## src/rtl/bytecode_fetch.sv

```systemverilog
module bytecode_fetch #(
  parameter int ADDR_W = 16,
  parameter int BYTE_W = 8,
  parameter int WDC_W  = 4
) (
  input  logic              clk,
  input  logic              rst,
  input  logic [ADDR_W-1:0] start_pc,
  input  logic              next_req,
  input  logic              next_deaf_req,
  input  logic              opd_req,
  input  logic              jump_req,
  input  logic [ADDR_W-1:0] jump_pc,
  input  logic              jump_odd,
  input  logic              jump_deaf,
  input  logic              irq_pending,
  input  logic [WDC_W-1:0]  wdc,
  output logic              mem_rd,
  output logic [ADDR_W-1:0] mem_addr,
  input  logic [2*BYTE_W-1:0] mem_data,
  output logic              busy,
  output logic              op_valid,
  output logic [BYTE_W-1:0] op_byte,
  output logic              opd_valid,
  output logic [BYTE_W-1:0] opd_byte,
  output logic              irq_stop,
  output logic              resume_odd,
  output logic [ADDR_W-1:0] pc
);

  typedef enum logic [1:0] {IDLE, W_EVEN, W_ODD, W_OPND} st_t;

  st_t               st;
  logic [BYTE_W-1:0] hold;
  logic              chk;
  logic              any_next, hold_empty, take_irq;
  logic [BYTE_W-1:0] hi_b, lo_b;

  assign busy       = (st != IDLE);
  assign any_next   = next_req | next_deaf_req;
  assign hold_empty = (hold == '0);
  assign hi_b       = mem_data[2*BYTE_W-1:BYTE_W];
  assign lo_b       = mem_data[BYTE_W-1:0];
  assign take_irq   = chk && irq_pending && (wdc == '0);

  always_comb begin
    mem_rd   = 1'b0;
    mem_addr = pc + 1'b1;
    if (!rst && st == IDLE) begin
      if (jump_req) begin
        mem_rd   = 1'b1;
        mem_addr = jump_pc;
      end else if ((opd_req || any_next) && hold_empty) begin
        mem_rd = 1'b1;
      end
    end
  end

  always_ff @(posedge clk) begin
    if (rst) begin
      st         <= IDLE;
      pc         <= start_pc;
      hold       <= '0;
      chk        <= 1'b0;
      op_valid   <= 1'b0;
      opd_valid  <= 1'b0;
      irq_stop   <= 1'b0;
      resume_odd <= 1'b0;
      op_byte    <= '0;
      opd_byte   <= '0;
    end else begin
      op_valid  <= 1'b0;
      opd_valid <= 1'b0;
      irq_stop  <= 1'b0;
      case (st)
        IDLE: begin
          if (jump_req) begin
            pc   <= jump_pc;
            hold <= '0;
            chk  <= !jump_deaf;
            st   <= jump_odd ? W_ODD : W_EVEN;
          end else if (opd_req) begin
            if (!hold_empty) begin
              opd_valid <= 1'b1;
              opd_byte  <= hold;
              hold      <= '0;
            end else begin
              pc  <= pc + 1'b1;
              chk <= 1'b0;
              st  <= W_OPND;
            end
          end else if (any_next) begin
            if (!hold_empty) begin
              op_valid <= 1'b1;
              op_byte  <= hold;
              hold     <= '0;
            end else begin
              pc  <= pc + 1'b1;
              chk <= next_req;
              st  <= W_EVEN;
            end
          end
        end
        W_EVEN, W_ODD: begin
          st <= IDLE;
          if (take_irq) begin
            irq_stop   <= 1'b1;
            resume_odd <= (st == W_ODD);
            pc         <= pc - 1'b1;
            hold       <= '0;
          end else begin
            op_valid <= 1'b1;
            op_byte  <= (st == W_ODD) ? lo_b : hi_b;
            hold     <= (st == W_ODD) ? '0 : lo_b;
          end
        end
        default: begin
          st        <= IDLE;
          opd_valid <= 1'b1;
          opd_byte  <= hi_b;
          hold      <= lo_b;
        end
      endcase
    end
  end


  strobe_excl_chk: assert property (@(posedge clk) disable iff (rst)
    $onehot0({op_valid, opd_valid, irq_stop}));


  irq_backup_chk: assert property (@(posedge clk) disable iff (rst)
    irq_stop |-> (pc == $past(pc) - 1'b1) && hold_empty);


  irq_gate_chk: assert property (@(posedge clk) disable iff (rst)
    irq_stop |-> $past(irq_pending) && ($past(wdc) == '0));


  one_read_chk: assert property (@(posedge clk) disable iff (rst)
    mem_rd |=> busy && !mem_rd);


  hold_no_read_chk: assert property (@(posedge clk) disable iff (rst)
    (!busy && !hold_empty && !jump_req && (any_next || opd_req)) |-> !mem_rd);

endmodule

```

## config.mk

```make
export PLATFORM = sky130hd
export DESIGN_NAME = bytecode_fetch
export DESIGN_NICKNAME = d
export VERILOG_FILES = /design/src/rtl/bytecode_fetch.sv
export SDC_FILE = /design/constraint.sdc
export NUM_CORES = 1
export LEC_CHECK = 0
export ABC_AREA = 1
export CAP_MARGIN = 5
export CORE_MARGIN = 4
export CORE_UTILIZATION = 65
export CTS_BUF_LIST = sky130_fd_sc_hd__clkbuf_16
export DETAILED_ROUTE_END_ITERATION = 6
export DONT_BUFFER_PORTS = 1
export GPL_ROUTABILITY_DRIVEN = 0
export PLACE_DENSITY_LB_ADDON = 0.12
export SETUP_SLACK_MARGIN = 0.02
export SLEW_MARGIN = 20
export SYNTH_ARGS = -nofsm -noshare
export SYNTH_HDL_FRONTEND = slang
export SYNTH_SLANG_ARGS = --single-unit
```

## constraint.sdc

```tcl
create_clock -name clk -period 6.19 [get_ports clk]
set_input_delay 1.857 -clock clk [delete_from_list [all_inputs] [get_ports clk]]
set_output_delay 1.857 -clock clk [all_outputs]
set_load 0.005 [all_outputs]
```

# --- After elaboration in Yosys (flattened, before gate mapping) ---
# Index checks and enable logic that the tools add are counted.
totals:
  in_bits: 61
  word_cells: 100
  out_inout_bits: 54
  reg_bits: 47
classes:
  n_bitwise: 3
  n_mux: 50
  n_addsub: 2
  n_eq_ne: 11
  n_reduce_logical: 24
op_table:
  columns: ["cell", "count"]
  rows:
  - ["$mux 16", 8]
  - ["$mux 8", 14]
  - ["$pmux 8 s2", 3]
  - ["$pmux 16 s2", 1]
  - ["$add 16x1->16 const B", 1]
  - ["$mux 1", 16]
  - ["$sub 16x1->16 const B", 1]
  - ["$mux 2", 6]
  - ["$ne 2x2->1 const B", 6]
  - ["$logic_not 8->1", 1]
  - ["$reduce_and 3->1", 2]
  - ["$reduce_and 6->1", 1]
  - ["$reduce_bool 2->1", 3]
  - ["$reduce_bool 3->1", 2]
  - ["$reduce_or 2->1", 3]
  - ["$ne 5x5->1 const B", 1]
  - ["$logic_and 1x1->1", 4]
  - ["$logic_not 4->1", 1]
  - ["$ne 4x4->1 const B", 1]
  - ["$pmux 1 s2", 2]
  - ["$reduce_and 2->1", 2]
  - ["$reduce_and 4->1", 1]
  - ["$ne 3x3->1 const B", 1]
  - ["$eq 2x1->1 const B", 1]
  - ["other kinds (6)", 8]

# --- Logic depth before layout (Yosys ltp) ---
depth:
  word_depth: 7
  depth_mapped: 10

# --- Least setup slack after synthesis ---
# OpenSTA, ideal clock, no wires.
synth_path:
  path_type: "input-to-output"
  start: "in jump_req"
  end: "out mem_addr[14]"
  path_slack_ns: 1.751
  path_stages: 6
  required_time_ns: 4.333
  arrival_time_ns: 2.582
  cell_sequence: "inv_2 -> buf_2 -> buf_2 -> or2_2 -> nand3_1 -> nand2_1"
synth_via:
  elab_chain_cells: 2
synth_rtl:
  columns: ["element", "line_no", "rtl"]
  rows:
  - ["start, declared", "12", "input logic jump_req,"]
  - ["$mux 16", "50", "if (jump_req) begin"]
  - ["$mux 16", "49", "if (!rst && st == IDLE) begin"]
  - ["end, declared", "19", "output logic [ADDR_W-1:0] mem_addr,"]
# No other way between the ends.

# --- Worst setup path after layout ---
layout_path:
  start: "in rst"
  end: "out mem_addr[5]"
layout_via:
  elab_chain_cells: 3
layout_rtl:
  columns: ["element", "line_no", "rtl"]
  rows:
  - ["start, declared", "7", "input logic rst,"]
  - ["$logic_not 1->1", "49", null]
  - ["$logic_and 1x1->1", "49", null]
  - ["$mux 16", "49", null]
# No other way between the ends.

==> impl_metrics.ini <==
[timing]
fmax_mhz = 204
fin_skew_ns = 0.00637
hold_viol_final = 0
fin_crit_sh_pct = 79.1
relSlewSlack_pct = 36.2
tns_ns = 0
slew_viol_final = 0
finalSetupViolCount = 0
rsz0062_at_grt = false
tightest_slew_ns = 0.954
min_period_ns = 4.90

[yosys]
ys_seq_area_share_pct = 28.7
synth_edf_count = 16
synth_top_cell_area_share_pct = 18.3
synth.avg_cell_area_um2 = 6.14
async_reset_ff_share_pct = 0
ys_ff_latch = 47
synth_cell_types = 37
synth_area_leader_cell = nand2_1
yosys-top-cells-count = 187 x nand2_1, 77 x nor2_1, 72 x inv_1, 71 x nand3_1, 31 x dfxtp_1
synth_area_leaders = nand2_1 18%, dfxtp_1 16%, edfxtp_1 13%
synth_cells = 624
synthFlopType = dfxtp_1
syn_area_um2 = 3830
yosysMostFrequentCell = nand2_1
synth_nets = 690
yosysWarnings = 0

[global_routing]
grt_max_degree = 39
grt_pass1_wl_mm = 17.0
track_usage_pct = 28.8
grt_pass1_vias = 3649
grt_overflow = 0
grt_antenna_before_repair = 0

[worst_hold_path]
worstHoldPathType = flip-flop to flip-flop

[critical_path]
reg2reg_setup_slack_ns = 3.36
end_kind = output port
worstSetupPathType = input pin to output port
critical_path_arrival_ns = 3.04
required_ns = 4.33
cp_max_fo = 21
startpoint_type = input pin

[floorplanning]
core-area_um2 = 5610
ioPinCount = 115
chipWidth_um = 84.8
fp-row-count = 27
dieArea_um2 = 7190
initial_utilization_pct = 68.4
fp.dieH_um = 84.8

[drt]
wirelength_mm = 10.4
vias = 3882
drtPass1Iterations = 5
route.detailed.drc = 0
viasPerCell = 5.68
first_iter_violations = 246
ant_nets = 0
routedWlPerCell_um = 15.2

[cts]
postCtsHoldBufs = 0
cts_buffers = 5
cts-htree-levels = 2
cts_resized = 0
post_cts_buffers = 0
root_buffer = clkbuf_16
clock-sinks = 47
clock_path_buffers = 2
clk_pin_slew_ns = 0.06
insertion_delay_ns = 0.29
tritoncts = built

[final_layout]
antenna_cells = 0
num-nets-final = 676
syn2layout_area_growth_pct = 2.77
final_cell_area_um2 = 3940
fin_cells = 683
final_layout_size_suffix_gt1_share_pct = 8.51

[job]
maxCapViolCount = 0

[outcome]
status = finished clean

[power]
power_density_nw_per_um2 = 601
max-vdd-ir-drop_uv = 307
p_leak_nw = 1.95

[place]
dpl_cell_area_um2 = 3800
dp_hpwl_mm = 7.69
io_buffers = 0
placed_cells_incl_taps = 675
[power breakdown]
part	leakage (nW)	total, mW	internal (mW)	switching (mW)
clock	0.0762	0.263	0.146	0.117
sequential	0.420	0.671	0.490	0.181
combinational	1.46	1.43	0.457	0.976
total	1.95	2.37	1.09	1.27
[area by class of cell]
cell class | count | area (µm²)
Clock buffer | 5 | 125
Clock inverter | 3 | 12.5
Fill cell | 517 | 1670
Inverter | 77 | 289
Multi-Input combinational cell | 476 | 2300
Sequential cell | 47 | 1100
Tap cell | 72 | 90.1
Timing Repair Buffer | 3 | 22.5
[worst paths after layout]
check / endpoint / depth (start not counted) / from
worst max-delay path: mem_addr[5] / 4 / rst
worst min-delay path: chk$_SDFFE_PP0P_ / 2 / chk$_SDFFE_PP0P_
worst max register to register: pc[3]$_DFFE_PP_ / 7 / st[0]$_SDFFE_PP0N_
worst min register to register: chk$_SDFFE_PP0P_ / 2 / chk$_SDFFE_PP0P_
[flip-flops by register name, indices dropped and copies added (netlist names)]
register / cells
pc: 16
opd_valid: 1
opd_byte: 8
st: 2
op_valid: 1
hold: 8
op_byte: 8
chk: 1
irq_stop: 1
resume_odd: 1
[placed cells by master (no fill, tap or decap), drive strengths merged, types with 5 or more instances in the layout]
cell | netlist | final
nand2 | 192 | 192
nor2 | 99 | 99
a21oi | 27 | 27
nand3 | 74 | 74
dfxtp | 31 | 31
nand4 | 12 | 12
o21ai | 27 | 27
clkbuf | 6 | 5
mux2i | 9 | 9
xor2 | 7 | 7
or2 | 11 | 11
inv | 75 | 77
ha | 5 | 5
edfxtp | 16 | 16
[metrics by stage]
stage          hold WS [ns]  total power [mW]  utilization, %  setup slack [ns]
6_report              0.489              2.37            70.3              1.29
4_1_cts               0.494              2.36            70.3              1.31
2_1_floorplan         0.451              1.84               -              1.75
5_1_grt               0.538              2.59            70.3              1.24
3_5_place_dp          0.478              2.09            67.8              1.30
3_3_place_gp          0.471              2.04            67.8              1.36
[routing by layer]
| metal | vias to the layer above | wire, µm | GRT usage (%) |
|---|---|---|---|
| li1 | 1963 | - | - |
| met1 | 1735 | 4090 | 34.1 |
| met2 | 164 | 5110 | 50.2 |
| met3 | 20 | 960 | 6.87 |
| met4 | 0 | 246 | 10.5 |
| met5 | - | 0 | 0 |
[kinds of logic after synthesis]
family / count (synthesis) / share of synthesized area [%]
XOR/XNOR: 7 / 1.60
multiplexers: 9 / 2.35
flip-flops: 47 / 28.7
AND/OR/NAND/NOR: 390 / 44.8
adder cells (fa/ha/maj): 5 / 1.63
AO/OA/AOI/OAI: 65 / 9.60
buffers and inverters: 101 / 11.3
[critical path, cell delays in order]
cell      delay, ns
clkinv_1       0.07
nand2_2        0.36
inv_1          0.36
o21ai_0        0.37
No activity file was read; power rests on OpenSTA's default activity.
